--- src/rtl/async_tx_port.sv ---
module async_tx_port (
  input  logic       clk,
  input  logic       rst,
  input  logic       sel,
  input  logic       rd_stb,
  input  logic       wr_stb,
  input  logic       ctl_sel,
  input  logic [7:0] din,
  output logic [7:0] dout,
  input  logic       tck,
  output logic       txd,
  output logic       rts_o,
  output logic       dtr_o,
  output logic       txrdy,
  output logic       txempty
);

  logic       mode_ok;
  logic [7:0] mode_q;
  logic       ten, brk;
  logic       hold_full;
  logic [7:0] hold_q;
  logic       busy, in_stop, txd_q;
  logic [8:0] shreg;
  logic [3:0] nleft;
  logic [7:0] cnt;

  wire ctl_wr  = sel & wr_stb & ctl_sel;
  wire dat_wr  = sel & wr_stb & ~ctl_sel;
  wire int_rst = ctl_wr & mode_ok & din[6];

  wire [1:0] fsel       = mode_q[1:0];
  wire [7:0] bit_ticks  = (fsel == 2'b11) ? 8'd64 : (fsel == 2'b10) ? 8'd16 : 8'd1;
  wire [7:0] half_ticks = fsel[1] ? (bit_ticks + (bit_ticks >> 1)) : 8'd2;
  wire [7:0] stop_ticks = (mode_q[7:6] == 2'b11) ? (bit_ticks << 1) :
                          (mode_q[7:6] == 2'b10) ? half_ticks : bit_ticks;
  wire [3:0] nbits      = 4'd5 + {2'b00, mode_q[3:2]};
  wire [7:0] dmask      = 8'hFF >> (3'd3 - {1'b0, mode_q[3:2]});
  wire [7:0] dmasked    = hold_q & dmask;
  wire       par_bit    = (^dmasked) ^ ~mode_q[5];
  wire [8:0] frame_bits = {1'b0, dmasked} | ({8'd0, par_bit & mode_q[4]} << nbits);

  wire frame_done = busy & in_stop & (cnt == 8'd0);
  wire load       = tck & mode_ok & ten & hold_full & (~busy | frame_done);

  always_ff @(posedge clk) begin
    if (rst) begin
      mode_ok <= 1'b0;
      mode_q  <= 8'd0;
      ten     <= 1'b0;
      brk     <= 1'b0;
      dtr_o   <= 1'b0;
      rts_o   <= 1'b0;
    end else if (ctl_wr) begin
      if (!mode_ok) begin
        mode_q  <= din;
        mode_ok <= 1'b1;
      end else if (din[6]) begin
        mode_ok <= 1'b0;
        ten     <= 1'b0;
        brk     <= 1'b0;
        dtr_o   <= 1'b0;
        rts_o   <= 1'b0;
      end else begin
        ten   <= din[0];
        dtr_o <= din[1];
        brk   <= din[3];
        rts_o <= din[5];
      end
    end
  end

  always_ff @(posedge clk) begin
    if (rst || int_rst) begin
      hold_full <= 1'b0;
      hold_q    <= 8'd0;
    end else if (dat_wr) begin
      hold_full <= 1'b1;
      hold_q    <= din;
    end else if (load) begin
      hold_full <= 1'b0;
    end
  end

  always_ff @(posedge clk) begin
    if (rst || int_rst) begin
      busy    <= 1'b0;
      in_stop <= 1'b0;
      txd_q   <= 1'b1;
      cnt     <= 8'd0;
      shreg   <= 9'd0;
      nleft   <= 4'd0;
    end else if (tck) begin
      if (load) begin
        busy    <= 1'b1;
        in_stop <= 1'b0;
        txd_q   <= 1'b0;
        cnt     <= bit_ticks - 8'd1;
        shreg   <= frame_bits;
        nleft   <= nbits + {3'b000, mode_q[4]};
      end else if (frame_done) begin
        busy    <= 1'b0;
        in_stop <= 1'b0;
      end else if (busy) begin
        if (cnt != 8'd0) begin
          cnt <= cnt - 8'd1;
        end else if (nleft != 4'd0) begin
          txd_q <= shreg[0];
          shreg <= shreg >> 1;
          nleft <= nleft - 4'd1;
          cnt   <= bit_ticks - 8'd1;
        end else begin
          txd_q   <= 1'b1;
          in_stop <= 1'b1;
          cnt     <= stop_ticks - 8'd1;
        end
      end
    end
  end

  assign txd     = txd_q & ~brk;
  assign txrdy   = ~hold_full & ten;
  assign txempty = ~hold_full & ~busy;
  assign dout    = (sel & rd_stb & ctl_sel) ? {5'd0, txempty, 1'b0, txrdy} : 8'd0;

  assert_wr_clears_rdy_R7: assert property (@(posedge clk) disable iff (rst)
    dat_wr |=> !txrdy);

  assert_idle_high_R6: assert property (@(posedge clk) disable iff (rst)
    (!busy && !brk) |-> txd);

  assert_empty_line_high_R8: assert property (@(posedge clk) disable iff (rst)
    (txempty && !brk) |-> txd);

  assert_break_low_R9: assert property (@(posedge clk) disable iff (rst)
    (ctl_wr && mode_ok && din[3] && !din[6]) |=> !txd);

  assert_start_low_R6: assert property (@(posedge clk) disable iff (rst)
    $rose(busy) |-> !txd_q);

  assert_enable_gate_R11: assert property (@(posedge clk) disable iff (rst)
    $rose(busy) |-> $past(ten));

endmodule

--- config.mk ---
export PLATFORM = sky130hd
export DESIGN_NAME = async_tx_port
export DESIGN_NICKNAME = d
export VERILOG_FILES = /design/src/rtl/async_tx_port.sv
export SDC_FILE = /design/constraint.sdc
export NUM_CORES = 1
export LEC_CHECK = 0
export ABC_AREA = 1
export ABC_CLOCK_PERIOD_IN_PS = 2400
export BUFFER_PORTS_ARGS = -buffer_cell sky130_fd_sc_hd__buf_2
export CORE_UTILIZATION = 50
export DETAILED_ROUTE_END_ITERATION = 8
export HOLD_SLACK_MARGIN = 0.12
export PLACE_DENSITY = 0.7
export REMOVE_ABC_BUFFERS = 1
export SLEW_MARGIN = 20
export SYNTH_ARGS = -nofsm -noshare
export SYNTH_HDL_FRONTEND = slang
export SYNTH_SLANG_ARGS = --single-unit
--- constraint.sdc ---
create_clock -name clk -period 2.4 [get_ports clk]
set_clock_uncertainty 0.2 [all_clocks]
set_input_delay 0 -clock clk [delete_from_list [all_inputs] [get_ports clk]]
set_output_delay 0 -clock clk [all_outputs]
set_load 0.02 [all_outputs]
==> results.txt, run 1 <==
The buffer type at the clock tree root is clkbuf_8. The CTS tree is yes. The worst setup path is captured at a flip-flop.

The switching share of power came out at 27.3%. The via count of the first global-routing pass is 2178. The core area is 5070 µm². The number of standard cells after synthesis came out at 386. The proportion of power drawn by the clock network is 34.0%.

Row generation in the floorplan step produced 26 rows. The number of hold violations in the final report came to 0. The filler cell count came out at 487. The worst-case clock buffer depth came out at 2. For the pin with the worst max-slew slack, the measured transition is 0.585 ns. The H-tree level count is 2. The total number of nets in the final design is 455. Yosys mapped the design onto 38 distinct sky130hd cell types. The routed via count divided by cell count is 5.09.

Combinational cells account for 11.9% of the total power. The half-perimeter wire length after placement is 4120 µm. The overall die area came out at 5540 µm². The number of antenna violations at the first check in global routing was 0. The total global routing track utilization came out at 22.8%.

The synthesized area divided by synthesized cell count is 6.80 µm². The area added between synthesis and finish is 18.6%. The critical path data required time is 2.39 ns. The top-level I/O count came out at 28. IR analysis of the VDD net gives a maximum drop of 373 µV. The final clock period utilization by the worst path came out at 96.7%. The overall die height is 74.4 µm. The count of final setup violators is 0. The post-detailed-routing wire length is 6110 µm.

The sequential fraction of design power came out at 54.2%. The critical path is of the in -> reg type. The number of buffers added on ports came out at 21. The final estimated routing congestion in global placement is 0.824. The first global-routing pass estimated 9610 µm of wire. The most frequent standard cell in the layout excluding fill and tap cells is nand2_1. The number of optimization iterations in the first detailed-route pass came out at 4. The clock insertion delay at the later pin of the skew report came out at 0.30 ns. For this design the total switching power over the nets is 0.400 mW.

The power after layout is 1.47 mW. The area occupied by registers is 921 µm². Measured against its own limit, the worst slew margin works out to 60.9%. The number of antenna diodes in the final layout is 0.

The class of the tightest hold or removal check is in -> out. The x dimension of the die came out at 74.4 µm. The total of max-cap violations is 0. The cell area after technology mapping is 2620 µm². For this design the static power due to leakage is 1.38 nW. The run finished with clean final reports. Cell internal power was estimated by the tool at 1.07 mW. The startpoint kind of the worst setup timing path is a primary input. The aggregate global routing overflow came out at 0. The number of DRC violations after detailed-routing iteration 0 came out at 143. For this run, design rule violations remaining after detail routing come to 0. The clock-pin slew on the worst setup and hold paths is 0.09 ns.

For this run, the top clock speed supported by timing is 431 MHz. In this run the worst path has a maximum fanout of 20. For this configuration, the core starts out at a cell density of 51.7%. The tree built by TritonCTS fans out to 46 sinks. The area of the multi-input gates came out at 1430 µm². The share of cells above drive strength 1 came out at 13.2%. The max-slew violation count came to 0. Yosys printed 0 warnings. The top cell types in the final layout, fill and taps aside, are 82 x nand2_1, 50 x inv_1, 46 x dfxtp_1. The count of placed standard cells in the final layout, fillers left out is 502. The routed length per placed instance is 12.2 µm. The number of nets with antenna violations after routing is 0. Entering global routing, the biggest net connects 21 pins. Buffers inserted during clock tree synthesis total 5. The number of placed instances, taps included, is 470. The time the final worst path needs with I/O delays and setup is 2.32 ns. The register bit count reported by yosys is 46. The final hold slack is 0.189 ns. The areal power density over the cells is 471 nW/µm². The endpoint arrival time on the critical path is 2.32 ns. The fraction of the yosys area taken by sequential cells is 35.1%. The vias after detailed routing is 2556.
-- kinds of logic after synthesis --
group | after synthesis | share of synthesized area, %
AO/OA/AOI/OAI | 93 | 20.1
AND/OR/NAND/NOR | 165 | 27.5
other | 1 | 0.143
buffers and inverters | 68 | 11.2
XOR/XNOR | 4 | 1.34
adder cells (fa/ha/maj) | 9 | 4.58
flip-flops | 46 | 35.1
-- flip-flops by register name, summed over array words and instances, names as in the netlist, 4 cells and up --
signal and count:
hold_q 8, nleft 4, cnt 8, shreg 9
mode_q 8
-- final timing paths --
path	start	to	slack, ns	cells after the start
worst max-delay path	sel	mode_ok	0.08	9
worst min-delay path	rd_stb	dout[2]	0.19	4
worst max register to register	mode_ok	mode_ok	0.14	7
worst min register to register	hold_q[6]	hold_q[6]	0.27	2
-- per-stage QoR --
step	util [%]	TNS, ns	instance area (µm²)	setup slack, ns
floorplan	-	0	2550	0.416
global placement	54.7	0	2780	0.284
detailed placement	54.7	0	2780	0.215
CTS	60.5	0	3070	0.00311
global route	61.3	-0.0280	3110	-0.0280
finish	61.3	0	3110	0.0781
-- synth_stat cells --
cell | number | area, µm²
nand2_1 | 82 | 308
inv_1 | 50 | 188
dfxtp_1 | 46 | 921
a21oi_1 | 39 | 195
nor2_1 | 34 | 128
o21ai_0 | 32 | 160
nand3_1 | 21 | 105
ha_1 | 8 | 100
nor3_1 | 8 | 40.0
or2_2 | 8 | 50.1
a31oi_1 | 7 | 43.8
buf_4 | 7 | 52.6
a211oi_1 | 4 | 30.0
buf_2 | 4 | 20.0
clkbuf_1 | 3 | 11.3
nand2_2 | 3 | 18.8
nand4_1 | 3 | 18.8
xor2_1 | 3 | 26.3
a211oi_2 | 2 | 25.0
inv_2 | 2 | 7.51
nand2_4 | 2 | 22.5
o311ai_0 | 2 | 17.5
a21o_1 | 1 | 7.51
a31o_2 | 1 | 8.76
and3_1 | 1 | 6.26
buf_6 | 1 | 11.3
clkinv_1 | 1 | 3.75
conb_1 | 1 | 3.75
fa_1 | 1 | 20.0
nand3b_1 | 1 | 7.51
nor2_2 | 1 | 6.26
nor2_4 | 1 | 11.3
o211ai_1 | 1 | 7.51
o21ai_2 | 1 | 8.76
o221ai_1 | 1 | 8.76
o22ai_1 | 1 | 6.26
o41ai_1 | 1 | 8.76
xnor2_1 | 1 | 8.76
-- worst max-delay path, cell delays in order --
cell           delay, ns
dlygate4sd3_1       0.55
buf_2               0.13
nand3_1             0.13
nor2_2              0.31
a21oi_1             0.16
inv_2               0.21
buf_12              0.19
a21oi_1             0.06
dlygate4sd3_1       0.57
-- per-layer routing --
metal	track usage, %	routed length, µm
met1	28.1	2790
met2	38.7	2980
met3	4.20	211
met4	10.1	115
met5	0	0
-- power groups by stage --
stage	registers [mW]	clock network (mW)	logic (mW)
after CTS	0.793	0.515	0.164
final	0.794	0.498	0.174
after global routing	0.796	0.537	0.194
after detailed placement	0.811	0	0.139
after floorplan	0.806	0	0.0955
after global placement	0.811	0	0.137
-- final cells by class --
class	count	share of cell area (%)
tap	70	2.82
multi-input combinational	277	46.0
sequential	46	29.6
clock buffer	5	2.21
inverter	53	6.40
timing repair buffer	48	12.2
clock inverter	3	0.805
-- what timing repair did --
action                                  in CTS  in global routing
buffers inserted                             0                  1
resized for setup                            0                  4
hold endpoints to repair                    46                  5
endpoints found under the setup margin       0                 30
hold buffers                                20                  3
Note: power is estimated with default switching activity, not from simulation.
==> run 2, diff against run 1 <==
- HOLD_SLACK_MARGIN: 0.12 -> not set
- PLACE_DENSITY: 0.7 -> not set
- PLACE_DENSITY_LB_ADDON: not set -> 0.3
- SKIP_LAST_GASP: not set -> 1
==> results.txt, run 2 (same netlist as run 1, synthesis figures left out) <==
The total number of nets in the final design came out at 450 (-1.1%). The run finished with clean final reports. The final estimated routing congestion in global placement came to 0.876 (+6.4%).

In this run the worst hold path is classified as in -> reg. The final clock period utilization by the worst path came to 93.2% (-3.5 points). The number of antenna violations at the first check in global routing was 0 (unchanged). The share of cells above drive strength 1 is 12.2% (-1.0 points). The number of flip-flops in the largest register was 9 (unchanged).

The max-slew violation count came out at 0 (unchanged). The highest fanout seen on the critical path is 27 (+35%). The number of buffers created by CTS was 5 (unchanged). The post-detailed-routing wire length is 5920 µm (-3.0%). The H-tree level count is 2 (unchanged). The clock-pin slew on the worst setup and hold paths is 0.10 ns (about the same). The routed length per placed instance came out at 11.9 µm (-2.0%). The core area is 5070 µm² (unchanged). The total negative slack for setup checks came out at 0 ns (unchanged). The detailed-route DRC error count is 0 (unchanged). The row count was 26 (unchanged).

In this run the critical register-to-register path is launched from cnt[0]. The worst setup path is launched from a primary input. The half-perimeter wire length after placement came out at 4120 µm (about the same). TritonCTS built the clock tree. The highest clock frequency the design can meet was 447 MHz (+3.8%). The number of nets with antenna violations after routing came out at 0 (unchanged). The top-level I/O count is 28 (unchanged). In this run the worst setup path begins at sel.

The x dimension of the die is 74.4 µm (unchanged). The critical path data required time is 2.39 ns (about the same). The worst setup slack after layout came to 0.162 ns (+0.0840 ns). Setup repair after global routing left no endpoint under its margin.

The total of max-cap violations is 0 (unchanged). The vias after detailed routing was 2534 (-0.86%). The number of buffers added on ports came out at 21 (unchanged).

The time the final worst path needs with I/O delays and setup came out at 2.24 ns (-0.0840 ns). STA classifies the critical path endpoint as a flip-flop. The number of hold violations in the final report came out at 0 (unchanged).

The reported leakage power came out at 1.35 nW (-2.1%). The actual slew at the worst max-slew pin came out at 0.769 ns (+0.184 ns). The most frequent standard cell in the layout excluding fill and tap cells is nand2_1. The total global routing track utilization is 23.4% (+0.59 points). The placed instance count is 469 (-0.21%). The pre-CTS setup slack is 0.225 ns (+0.00990 ns). The area added between synthesis and finish came out at 17.0%. The number of gates resized after cts is 0 (unchanged). The total clock sinks was 46 (unchanged). In the layout the commonest cells are 82 x nand2_1, 50 x inv_1, 46 x dfxtp_1.

The wire length of the first global-routing pass is 10100 µm (+4.6%). The aggregate global routing overflow is 0 (unchanged). The number of DRC violations after detailed-routing iteration 0 came out at 158 (+10%). The count of final setup violators came out at 0 (unchanged). The maximum number of pins on one net before global-route repair is 28 (+33%). The initial cell density of the core is 51.7% (unchanged). The via count of the first global-routing pass is 2263 (+3.9%). The number of setup buffers added after CTS came out at 0 (unchanged).

The worst-case clock buffer depth is 2 (unchanged). The count of placed standard cells in the final layout, fillers left out is 497 (-1.0%). The count of antenna diodes in the layout is 0 (unchanged). The number of optimization iterations in the first detailed-route pass is 4 (unchanged).

The overall die height is 74.4 µm (unchanged). The tree is rooted in a clkbuf_8. The routed via count divided by cell count is 5.10 (+0.14%). More flip-flops sit in one register than any other, and that register is shreg. The relative max-transition margin came out at 48.4% (-12 points).

The endpoint arrival time on the critical path is 2.23 ns (-0.09 ns). The overall die area came out at 5540 µm² (unchanged). The largest vdd supply drop is 458 µV (+23%). The areal power density over the cells is 506 nW/µm² (+7.5%). The final hold slack was 0.0139 ns (-0.175 ns). The hold path startpoint is wr_stb. The clock insertion delay at the later pin of the skew report came out at 0.30 ns (about the same). The critical path is of the in -> reg type.
==> run 2: area by class of cell <==
| type | instances | area, µm² |
|---|---|---|
| well taps | 70 | 87.6 |
| flip-flops and latches | 46 | 921 |
| fillers | 487 | 2010 |
| inverters | 53 | 199 |
| clock buffers | 5 | 68.8 |
| repair buffers | 43 | 320 |
| multi-input cells | 277 | 1430 |
| clock inverters | 3 | 45.0 |
==> run 2: critical path, stage by stage <==
cell	delay, ns
dlygate4sd3_1	0.53
buf_2	0.14
nand3_1	0.12
nor2_2	0.11
a21oi_1	0.18
clkinv_1	0.64
a211oi_1	0.50
==> run 2: final timing paths <==
path | slack [ns] | to | cells past startpoint
worst min register to register | 0.27 | shreg[8] | 2
worst min-delay path | 0.01 | ten | 5
worst max register to register | 0.23 | shreg[2] | 12
worst max-delay path | 0.16 | rts_o | 7
==> run 2: routing by layer <==
metal / vias to the layer above / part of all wire (%) / track usage, %
li1: 1335 / - / -
met1: 1153 / 46 / 30.2
met2: 39 / 50 / 40.6
met3: 7 / 3.1 / 3.93
met4: 0 / 0.89 / 5.66
met5: - / 0 / 0
==> run 2: where the power goes <==
part           internal [mW]  switching [mW]  leakage (nW)
combinational         0.0692          0.0925         0.928
clock                  0.310           0.288        0.0504
sequential             0.777          0.0174         0.372
==> run 2: timing repair <==
action	CTS	global route
endpoints found under the hold margin	33	0
setup endpoints to repair	0	2
hold buffers	20	0
==> run 2: per-stage QoR <==
stage	cell area, µm²	power (mW)	util, %
finish	3070	1.55	60.5
global route	3070	1.61	60.5
CTS	3070	1.55	60.5
detailed placement	2760	0.945	54.3
global placement	2760	0.943	54.3
floorplan	2550	0.901	-
